--- src/rtl/vec_irq_pkg.sv ---
package vec_irq_pkg;

  typedef enum logic [2:0] {
    SEL_STAT   = 3'd0,
    SEL_PEND   = 3'd1,
    SEL_EN     = 3'd2,
    SEL_ACK    = 3'd3,
    SEL_SETEN  = 3'd4,
    SEL_CLREN  = 3'd5,
    SEL_VEC    = 3'd6,
    SEL_MASTER = 3'd7
  } reg_sel_e;

  localparam int MST_OUT_BIT = 0;
  localparam int MST_CAP_BIT = 1;

endpackage

--- src/rtl/vic_lowest_index.sv ---
module vic_lowest_index #(
  parameter int N     = 32,
  parameter int IDX_W = (N > 1) ? $clog2(N) : 1
) (
  input  logic [N-1:0]     vec_in,
  output logic [IDX_W-1:0] idx,
  output logic             any
);

  // Scan from the top down so that the lowest set bit is the last one assigned.
  always_comb begin
    idx = '0;
    any = 1'b0;
    for (int i = N - 1; i >= 0; i--) begin
      if (vec_in[i]) begin
        idx = IDX_W'(i);
        any = 1'b1;
      end
    end
  end

endmodule

--- src/rtl/vic_src_capture.sv ---
module vic_src_capture #(
  parameter int           NSRC     = 32,
  parameter logic [NSRC-1:0] SRC_KIND = '0
) (
  input  logic            clk,
  input  logic            rst,
  input  logic [NSRC-1:0] src_i,
  input  logic            cap_en,
  input  logic [NSRC-1:0] st_base,
  output logic [NSRC-1:0] st_next
);

  logic [NSRC-1:0] src_prev;

  // The previous sample is kept every cycle, so a rise seen while capture is blocked is lost.
  always_ff @(posedge clk) begin
    if (rst) src_prev <= '0;
    else     src_prev <= src_i;
  end

  for (genvar g = 0; g < NSRC; g++) begin : g_src
    if (SRC_KIND[g]) begin : g_edge
      assign st_next[g] = st_base[g] | (cap_en & src_i[g] & ~src_prev[g]);
    end else begin : g_level
      assign st_next[g] = cap_en ? src_i[g] : st_base[g];
    end
  end

endmodule

--- src/rtl/vic_regs.sv ---
module vic_regs
  import vec_irq_pkg::*;
#(
  parameter int NSRC   = 32,
  parameter int WORD_W = 6
) (
  input  logic              clk,
  input  logic              rst,
  input  logic              wr_en,
  input  logic [WORD_W-1:0] word,
  input  logic [NSRC-1:0]   wdata,
  input  logic [NSRC-1:0]   st_cap,
  input  logic [NSRC-1:0]   pend_q,
  input  logic [NSRC-1:0]   vec_q,
  output logic [NSRC-1:0]   st_q,
  output logic [NSRC-1:0]   en_q,
  output logic [NSRC-1:0]   mer_q,
  output logic [NSRC-1:0]   st_base,
  output logic [NSRC-1:0]   en_n,
  output logic [NSRC-1:0]   mer_n,
  output logic [NSRC-1:0]   rd_data
);

  logic     in_map;
  reg_sel_e sel;

  assign in_map = (word[WORD_W-1:3] == '0);
  assign sel    = reg_sel_e'(word[2:0]);

  always_comb begin
    st_base = st_q;
    en_n    = en_q;
    mer_n   = mer_q;
    if (wr_en && in_map) begin
      unique case (sel)
        SEL_STAT:   st_base = wdata;
        SEL_EN:     en_n    = wdata;
        SEL_ACK:    st_base = st_q & ~wdata;
        SEL_SETEN:  en_n    = en_q | wdata;
        SEL_CLREN:  en_n    = en_q & ~wdata;
        SEL_MASTER: mer_n   = wdata;
        default: ;
      endcase
    end
  end

  always_ff @(posedge clk) begin
    if (rst) begin
      st_q  <= '0;
      en_q  <= '0;
      mer_q <= '0;
    end else begin
      st_q  <= st_cap;
      en_q  <= en_n;
      mer_q <= mer_n;
    end
  end

  always_ff @(posedge clk) begin
    if (rst) begin
      rd_data <= '0;
    end else if (!in_map) begin
      rd_data <= '0;
    end else begin
      unique case (sel)
        SEL_STAT:   rd_data <= st_q;
        SEL_PEND:   rd_data <= pend_q;
        SEL_EN:     rd_data <= en_q;
        SEL_VEC:    rd_data <= vec_q;
        SEL_MASTER: rd_data <= mer_q;
        default:    rd_data <= '0;
      endcase
    end
  end

endmodule

--- src/rtl/vec_irq_ctrl.sv ---
module vec_irq_ctrl
  import vec_irq_pkg::*;
#(
  parameter int              NSRC     = 32,
  parameter int              ADDR_W   = 8,
  parameter logic [NSRC-1:0] SRC_KIND = 32'hFFFF_0000
) (
  input  logic              clk,
  input  logic              rst,
  input  logic [NSRC-1:0]   src_i,
  input  logic              wr_en,
  input  logic [ADDR_W-1:0] addr,
  input  logic [NSRC-1:0]   wdata,
  output logic [NSRC-1:0]   rd_data,
  output logic              irq_o,
  output logic [NSRC-1:0]   irq_vec
);

  localparam int WORD_W = ADDR_W - 2;
  localparam int IDX_W  = (NSRC > 1) ? $clog2(NSRC) : 1;

  logic [NSRC-1:0]  st_q, en_q, mer_q;
  logic [NSRC-1:0]  st_base, st_cap, en_n, mer_n;
  logic [NSRC-1:0]  pend_n, pend_q, vec_n, vec_q;
  logic [IDX_W-1:0] low_idx;
  logic             low_any;
  logic             irq_n, irq_q;

  vic_regs #(.NSRC(NSRC), .WORD_W(WORD_W)) u_regs (
    .clk     (clk),
    .rst     (rst),
    .wr_en   (wr_en),
    .word    (addr[ADDR_W-1:2]),
    .wdata   (wdata),
    .st_cap  (st_cap),
    .pend_q  (pend_q),
    .vec_q   (vec_q),
    .st_q    (st_q),
    .en_q    (en_q),
    .mer_q   (mer_q),
    .st_base (st_base),
    .en_n    (en_n),
    .mer_n   (mer_n),
    .rd_data (rd_data)
  );

  vic_src_capture #(.NSRC(NSRC), .SRC_KIND(SRC_KIND)) u_cap (
    .clk     (clk),
    .rst     (rst),
    .src_i   (src_i),
    .cap_en  (mer_q[MST_CAP_BIT]),
    .st_base (st_base),
    .st_next (st_cap)
  );

  assign pend_n = st_cap & en_n;

  vic_lowest_index #(.N(NSRC), .IDX_W(IDX_W)) u_enc (
    .vec_in (pend_n),
    .idx    (low_idx),
    .any    (low_any)
  );

  assign vec_n = low_any ? NSRC'(low_idx) : '1;
  assign irq_n = mer_n[MST_OUT_BIT] & mer_n[MST_CAP_BIT] & low_any;

  always_ff @(posedge clk) begin
    if (rst) begin
      pend_q <= '0;
      vec_q  <= '1;
      irq_q  <= 1'b0;
    end else begin
      pend_q <= pend_n;
      vec_q  <= vec_n;
      irq_q  <= irq_n;
    end
  end

  assign irq_o   = irq_q;
  assign irq_vec = vec_q;

endmodule

--- config.mk ---
export PLATFORM = sky130hd
export DESIGN_NAME = vec_irq_ctrl
export DESIGN_NICKNAME = d
export VERILOG_FILES = /design/src/rtl/vec_irq_pkg.sv /design/src/rtl/vic_lowest_index.sv /design/src/rtl/vic_src_capture.sv /design/src/rtl/vic_regs.sv /design/src/rtl/vec_irq_ctrl.sv
export SDC_FILE = /design/constraint.sdc
export NUM_CORES = 1
export LEC_CHECK = 0
export BUFFER_PORTS_ARGS = -buffer_cell sky130_fd_sc_hd__buf_4
export CORE_MARGIN = 8
export CORE_UTILIZATION = 40
export DETAILED_ROUTE_END_ITERATION = 16
export GPL_ROUTABILITY_DRIVEN = 0
export PLACE_DENSITY = 0.61
export SYNTH_ARGS = -nofsm -noshare
export SYNTH_HDL_FRONTEND = slang
export SYNTH_SLANG_ARGS = --single-unit
--- constraint.sdc ---
create_clock -name clk -period 4.1 [get_ports clk]
set_input_delay 0 -clock clk [delete_from_list [all_inputs] [get_ports clk]]
set_output_delay 0 -clock clk [all_outputs]
set_load 0.05 [all_outputs]
; Word-level counts from Yosys, hierarchy flattened
; Cells that the tools add are included.
[classes]
n_mul = 0
div = 0
add_sub_neg = 0
n_reduce_logical = 6
bitwise = 73
order_cmp = 0
shift = 0
eq_ne = 7
muxes = 88
[op_table]
columns = op, n
row1 = 5-bit two-way mux, 32
row2 = 32-bit one-hot mux with 5 select lines, 1
row3 = 32-bit AND, 3
row4 = 32-bit two-way mux, 3
row5 = 32-bit one-hot mux with 3 select lines, 1
row6 = 32-bit one-hot mux with 2 select lines, 1
row7 = 1-bit two-way mux, 48
row8 = 1-bit AND, 34
row9 = 32-bit inverter, 1
row10 = 32-bit bitwise OR, 1
row11 = 1-bit inverter, 18
row12 = 1-bit bitwise OR, 16
row13 = "3-bit == test, second input constant", 4
row14 = "3-bit by 2-bit == test with 1-bit output, second input constant", 2
row15 = 3-bit zero test, 2
row16 = 2-bit two-way mux, 2
row17 = 2-bit OR reduction, 2
row18 = "3-bit by 1-bit == test with 1-bit output, second input constant", 1
row19 = 2-bit AND reduction, 1
row20 = 1-bit logical AND, 1
[word_totals]
word_cells = 184
rom_bits = 0
input_bits = 75
ff_bits = 225
latchBits = 0
ram_bits = 0
output_inout_bits = 65
n_memories = 0

; Longest topological paths before layout
; Gate-level depths: netlist of the first run.
[depth]
depth_word = 40
mapped_depth = 12
depth_no_buf = 8

; By module
; From an unflattened synthesis of the first run, not the netlist that was laid out.
[unflattened]
hier_cells = 1057
area_unflattened_um2 = 9708.1
[modules_own_cells]
columns = mod, n_inst, area_each_um2, seq_area_each_um2, cells_each
row1 = vic_regs, 1, 6881.6, 2562.5, 767
row2 = vec_irq_ctrl, 1, 1554.0, 780.7, 140
row3 = vic_src_capture, 1, 902.1, 320.3, 85
row4 = vic_lowest_index, 1, 370.4, 0.0, 65

; Worst setup path before layout of the first run
; OpenSTA, ideal clock, no wires.
[synth_path]
kind = input to register
start = input addr[7]
end = register vec_q[1], in the netlist irq_vec[1]
path_buffers = 2
t_required_ns = 4.027
slack_ns = 1.720
t_arrival_ns = 2.307
cell_stages = 10
setup_time_ns = 0.073
cell_sequence = or4b_1 -> buf_4 -> buf_2 -> o32a_1 -> o221ai_1 -> inv_1 -> a221o_1 -> a221o_1 -> a221o_1 -> o211ai_2
[synth_via]
elab_chain_cells = 39
elab_cells_between_ends = 103
classes_between = mux: 82 / bitwise: 18 / reduce/logical: 3
[synth_rtl]
columns = item, line_no
row1 = from (decl), vec_irq_ctrl.sv:12  ; input logic [ADDR_W-1:0] addr,
row2 = 3-bit zero test (*), vic_regs.sv:27  ; assign in_map = (word[WORD_W-1:3] == '0);
row3 = 1-bit logical AND (*), vic_regs.sv:34  ; if (wr_en && in_map) begin
row4 = 32-bit two-way mux, vic_regs.sv:34
row5 = 1-bit bitwise OR, vic_src_capture.sv:23  ; assign st_next[g] = st_base[g] | (cap_en & src_i[g] & ~src_prev[g]);
row6 = 32-bit AND (*), vec_irq_ctrl.sv:56  ; assign pend_n = st_cap & en_n;
row7 = 1-bit two-way mux (32 in a row), vic_lowest_index.sv:15  ; if (vec_in[i]) begin
row8 = 1-bit inverter (no source line), n/a
row9 = 2-bit OR reduction (no source line), n/a
row10 = to (signal assigned), vec_irq_ctrl.sv:74  ; vec_q <= vec_n;
row11 = to (decl), vec_irq_ctrl.sv:24  ; logic [NSRC-1:0] pend_n, pend_q, vec_n, vec_q;
; Mark *: on every way between the ends. The rest lies on a longest branch, timed or not.
; A chain may end at the register's enable or synchronous reset.

; Worst setup path in the final report of the first run
[layout_path]
start = input addr[4]
end = register irq_q, in the netlist irq_o
[layout_via]
elab_chain_cells = 38
elab_cells_between_ends = 79
classes_between = eq/ne: 5 / mux: 54 / bitwise: 19 / reduce/logical: 1
[layout_rtl]
columns = item, line_no
row1 = 3-bit by 2-bit == test with 1-bit output or 3-bit zero test (tied branches), vic_regs.sv:35  ; unique case (sel)
row2 = 32-bit one-hot mux with 2 select lines, vic_regs.sv:35
row3 = 32-bit two-way mux, vic_regs.sv:34
row4 = 1-bit bitwise OR, vic_src_capture.sv:23
row5 = 32-bit AND, vec_irq_ctrl.sv:56
row6 = 1-bit two-way mux (32 in a row), vic_lowest_index.sv:15
row7 = 1-bit AND (*), vec_irq_ctrl.sv:65  ; assign irq_n = mer_n[MST_OUT_BIT] & mer_n[MST_CAP_BIT] & low_any;
row8 = to (signal assigned), vec_irq_ctrl.sv:75  ; irq_q <= irq_n;
row9 = to (decl), vec_irq_ctrl.sv:27  ; logic irq_n, irq_q;
; Marked as above.

==> results of run 1 <==
==> cell families after synthesis <==
family | share of synthesized area (%)
buffers and inverters | 8.37
muxes | 2.12
and+or+nand+nor | 24.0
DFF | 38.8
AOI/OAI and AO/OA | 26.8
==> critical path, stage by stage <==
cell	delay (ns)
buf_4	0.47
buf_4	0.41
nand2_2	0.08
buf_4	0.34
o32a_1	0.24
o221ai_1	0.17
a2bb2oi_1	0.47
nand2_1	0.21
nor4_2	0.32
nand3_1	0.18
and3_1	0.19
==> state kept, by name, indices dropped and copies added, names as in the netlist <==
register / flops
irq_o: 1
irq_vec: 6
pend_q: 32
u_cap.src_prev: 16
u_regs.en_q: 32
u_regs.mer_q: 32
u_regs.rd_data: 32
u_regs.st_q: 32
==> area by class of cell <==
class	instances	area, um2
Sequential cell	183	3660
Timing Repair Buffer	228	1890
Tap cell	319	399
Fill cell	2275	11700
Clock inverter	13	110
Multi-Input combinational cell	825	5030
Inverter	37	139
Clock buffer	19	453
==> synthesized netlist by cell type (15+ instances only) <==
| cell | number |
|---|---|
| a31oi_1 | 17 |
| o22a_1 | 16 |
| nor2b_1 | 32 |
| and2_1 | 41 |
| o21ai_0 | 21 |
| o31ai_1 | 19 |
| buf_2 | 23 |
| nor2_1 | 106 |
| or3_1 | 19 |
| a22oi_1 | 21 |
| buf_4 | 27 |
| inv_1 | 36 |
| a211oi_1 | 15 |
| nand3_1 | 24 |
| nor4_1 | 20 |
| dfxtp_1 | 183 |
| a21oi_1 | 110 |
| clkbuf_1 | 66 |
| nand2b_1 | 16 |
| o32ai_1 | 21 |
| nand2_1 | 132 |
| mux2i_1 | 20 |
==> per-layer routing <==
layer,part of all wire (%),vias up
met3,11,56
met4,2.1,0
li1,-,4503
met2,42,541
met1,44,4554
met5,0,-
==> final timing paths <==
check                                start                            end  cells after the start
min reg2reg  u_regs.mer_q[18]$_SDFFE_PP0P_  u_regs.mer_q[18]$_SDFFE_PP0P_                      2
max                                addr[4]               irq_o$_SDFF_PP0_                     11
max reg2reg     u_regs.mer_q[1]$_SDFF_PP0_               irq_o$_SDFF_PP0_                      8
min                              src_i[12]     u_regs.st_q[12]$_SDFF_PP0_                      4
==> what timing repair did <==
action / CTS / global route
hold endpoints to repair: 71 / 0
setup endpoints to repair: 0 / 0
hold buffers: 55 / 0
==> stage by stage <==
stage,instance area (um2),utilization [%],hold WS [ns],total power [mW],cells
6_report,11700,50.1,0.0148,3.85,1624
5_1_grt,11700,50.1,0.0277,3.97,1624
4_1_cts,11700,50.1,0.00369,3.86,1624
3_5_place_dp,10600,45.3,0.230,2.24,1537
3_3_place_gp,10600,45.3,0.221,2.23,1537
2_1_floorplan,9450,-,0.128,2.06,1178
==> report_power, final <==
part           switching [mW]  internal [mW]  leakage [nW]  total [mW]
Sequential            0.00668           1.79          1.48        1.80
Clock                   0.775          0.831         0.280        1.61
Combinational           0.279          0.171          2.61       0.450
Total                    1.06           2.79          4.37        3.85
==> impl_metrics.tcl, run 1 <==
set metrics [dict create \
    status "finished clean" \
    met1_usage_pct 33.9 \
    layout_common_cells "dfxtp_1 (182), buf_4 (170), nand2_1 (131)" \
    r2r_slack_ns 1.38 \
    mostFrequentLayoutCell "dfxtp_1" \
    grt_antenna_before_repair 0 \
    grt_pass1_wl_um 53600 \
    synthDistinctLibCells 63 \
    synthFlopType "dfxtp_1" \
    crit_arrival_ns 3.13 \
    core-area_mm2 0.0233 \
    clk_pin_slew_ns 0.07 \
    globalRouteOverflowTotal 0 \
    antenna_cells 0 \
    clk_latency_ns 0.43 \
    clkSinkCount 183 \
    yosysSeqAreaShare_pct 38.8 \
    viasPerCell 5.94 \
    finalWorstSetupSlack_ns 1.30 \
    hold_viol 0 \
    worstHoldPathType "input port to flop" \
    vias 9654 \
    synth_area_per_cell_um2 8.02 \
    row_count 56 \
    drive_gt1_share_pct 18.3 \
    layout.nets 1367 \
    setup-tns-final_ns 0 \
    use_met3_pct 6.40 \
    drcViolationCount 0 \
    grt_start_max_net_pins 64 \
    crit_fanout 50 \
    fmax_ghz 0.357 \
    cts_tree "built" \
    dp_hpwl_um 23000 \
    clockBufferDepth 2 \
    grt_usage_pct 23.8 \
    first_pass_iters 5 \
    start_util_pct 40.5 \
    end_kind "flop" \
    wl_per_cell_um 21.6 \
    synth_top_area_cell "dfxtp_1" \
    cts_root_buf "clkbuf_16" \
    worst_slew_pin_slew_ns 1.07 \
    ir_drop_mv 0.229 \
    drt_iter0_drc 1039 \
    cts_buffers 17 \
    die_width_um 170 \
    die_h_um 170 \
    syn_to_final_growth_pct 23.6 \
    post_cts_resized 0 \
    synthesis.area_mm2 0.00945 \
    synth_cells 1178 \
    setup_violations 0 \
    ys_async_sr_fraction_pct 0 \
    post_cts_buffers 0 \
    timing.slew.headroom_pct 28.8 \
    finalMaxSlewViolations 0 \
    required_ns 4.43 \
    die_area_mm2 0.0288 \
    pre_cts_ws_ns 0.942 \
    htreeDepth 4 \
    ys_ff_latch 183 \
    grt_pass1_vias 9048 \
    power_density_mw_per_mm2 330 \
    port_buffers 137 \
    yosys-top-cells-area "dfxtp_1 (39%), a21oi_1 (5.8%), nand2_1 (5.2%)" \
    period_needed_ns 2.80 \
    met2_usage_pct 34.2 \
    skew_ns 0.00785 \
    pin_count 140 \
    busiest_layer "met2" \
    drt-total-wl_um 35000 \
    synth_top_area_share_pct 38.8 \
    syn-num-nets 1253 \
    p_leak_nw 4.37 \
    drv_cap 0 \
    min_period_over_period_pct 68.4 \
    yosys_warnings 0 \
    synth_edf_count 0 \
    start_kind "input port" \
    drtAntennaViolNets 0 \
    path_class "input port to flop" \
    rsz0062_at_grt "false" \
]
No activity file was read; power rests on OpenSTA's default activity.
==> run 2: changes to the inputs <==
Clock period 4.1 ns to 2.85 ns, I/O delays scaled along.
==> run 2 against run 1 <==
Setup slack worse by 1.1 ns. Highest routed layer unchanged. Worst hold slack better by 0.043 ns. Critical path depth is 5 lower. Critical endpoint is now irq_vec[2]$_SDFF_PP1_. Utilization is 2.9 points higher.
==> impl_metrics.tcl, run 2 (synthesis results as in run 1) <==
set metrics [dict create \
    hold_buffers 56 \
    row_count 56 \
    skew_ns 0.00901 \
    rsz0062_at_grt "false" \
    layout_common_cells "buf_4 (237), dfxtp_1 (182), nand2_1 (131)" \
    clk_latency_ns 0.44 \
    port_buffers 137 \
    drtAntennaViolNets 0 \
    pin_count 140 \
    crit_fanout 19 \
    grt_pass1_vias 9489 \
    p_seq_share_pct 46.1 \
    drt_iter0_drc 1256 \
    grt_pass1_wl_um 55600 \
    first_pass_iters 6 \
    cp_slowest_cell "or4b_2" \
    cts_tree "built" \
    end_kind "flop" \
    viasPerCell 5.83 \
    start_util_pct 40.5 \
    wl_per_cell_um 21.2 \
    fmax_ghz 0.375 \
    final_util_pct 52.9 \
    post-place-cells 1611 \
    syn_to_final_growth_pct 30.6 \
    mostFrequentLayoutCell "buf_4" \
    p_int_mw 4.03 \
    vias 9903 \
    crit_arrival_ns 2.96 \
    status "finished clean" \
    die_h_um 170 \
    layout.nets 1442 \
    final_cells 1699 \
    htreeDepth 4 \
    period_needed_ns 2.67 \
    power_density_mw_per_mm2 455 \
    ir_drop_mv 0.325 \
    p_leak_nw 4.76 \
    grt_start_max_net_pins 51 \
    cts_root_buf "clkbuf_16" \
    drt-total-wl_um 36000 \
    finalWorstSetupSlack_ns 0.182 \
    drive_gt1_share_pct 22.7 \
    post_cts_resized 0 \
    grt_antenna_before_repair 0 \
    cts_buffers 17 \
    drcViolationCount 0 \
    worst_slew_pin_slew_ns 1.18 \
    min_period_over_period_pct 93.6 \
    grt_usage_pct 24.7 \
    swShare_pct 28.2 \
    setup-tns-final_ns 0 \
    dp_hpwl_um 25500 \
    timing.slew.headroom_pct 21.4 \
    path_class "flop to flop" \
    clk_pin_slew_ns 0.08 \
    start_kind "flop" \
    p_comb_share_pct 12.2 \
    drv_cap 0 \
    p_switching_mw 1.58 \
    worstHoldPathType "input port to flop" \
    clkPwrFrac_pct 41.7 \
    clockBufferDepth 2 \
    placed_cell_area_mm2 0.0112 \
    clkSinkCount 183 \
    die_width_um 170 \
    post_cts_buffers 0 \
    setup_violations 0 \
    pre_cts_ws_ns -0.0212 \
    core-area_mm2 0.0233 \
    die_area_mm2 0.0288 \
    finalMaxSlewViolations 0 \
    slowest_delay_ns 0.67 \
    path_cells "o31ai_1 > or4b_2 > nand4_1 > nor4_2 > a31oi_1 > o21ai_0" \
    hold_viol 0 \
    antenna_cells 0 \
    globalRouteOverflowTotal 0 \
    required_ns 3.14 \
    design_area_mm2 0.0123 \
]
-- run 2: cell count changes in the layout (fill, tap and decap cells not counted), moves of 2 or more --
cell      change
buf_4        +67
inv_8         +2
clkbuf_8      -2
inv_6         -3
buf_12        +7
clkinv_8      +3
-- run 2: final timing paths --
check / from / end / slack, ns / depth (start not counted)
max: u_regs.mer_q[1]$_SDFF_PP0_ / irq_vec[2]$_SDFF_PP1_ / 0.18 / 6
min reg2reg: u_regs.mer_q[23]$_SDFFE_PP0P_ / u_regs.mer_q[23]$_SDFFE_PP0P_ / 0.46 / 2
max reg2reg: u_regs.mer_q[1]$_SDFF_PP0_ / irq_vec[2]$_SDFF_PP1_ / 0.18 / 6
min: addr[4] / u_regs.en_q[20]$_SDFF_PP0_ / 0.06 / 3
-- run 2: cell type report --
class	count	area [um2]
flip-flops and latches	183	3660
repair buffers	303	2540
inverters	37	139
fillers	2260	11000
multi-input cells	825	5020
clock inverters	15	159
clock buffers	17	425
well taps	319	399
-- run 2: metrics by stage --
step / total power, mW / hold WS, ns
4_1_cts: 5.63 / 0.0177
3_3_place_gp: 3.25 / 0.223
2_1_floorplan: 2.96 / 0.128
3_5_place_dp: 3.25 / 0.229
6_report: 5.62 / 0.0573
5_1_grt: 5.80 / 0.0561
-- run 2: critical path: cells and delay by family, from the launching register on --
family / cells / cell delay [ns]
flip-flops: 1 / 0.46
AND/OR/NAND/NOR: 3 / 0.94
AO/OA/AOI/OAI: 3 / 1.11
-- run 2: metal layers --
metal | track usage (%) | part of all wire (%)
met1 | 34.2 | 43
met2 | 34.9 | 41
met3 | 9.35 | 14
met4 | 7.27 | 2.0
met5 | 0 | 0
-- run 2: power groups by stage --
stage                     clock [mW]  sequential, mW  combinational, mW
after detailed placement           0            2.65              0.607
after CTS                       2.38            2.59              0.671
after global placement             0            2.65              0.606
after floorplan                    0            2.65              0.309
final                           2.34            2.59              0.686
after global routing            2.48            2.59              0.725
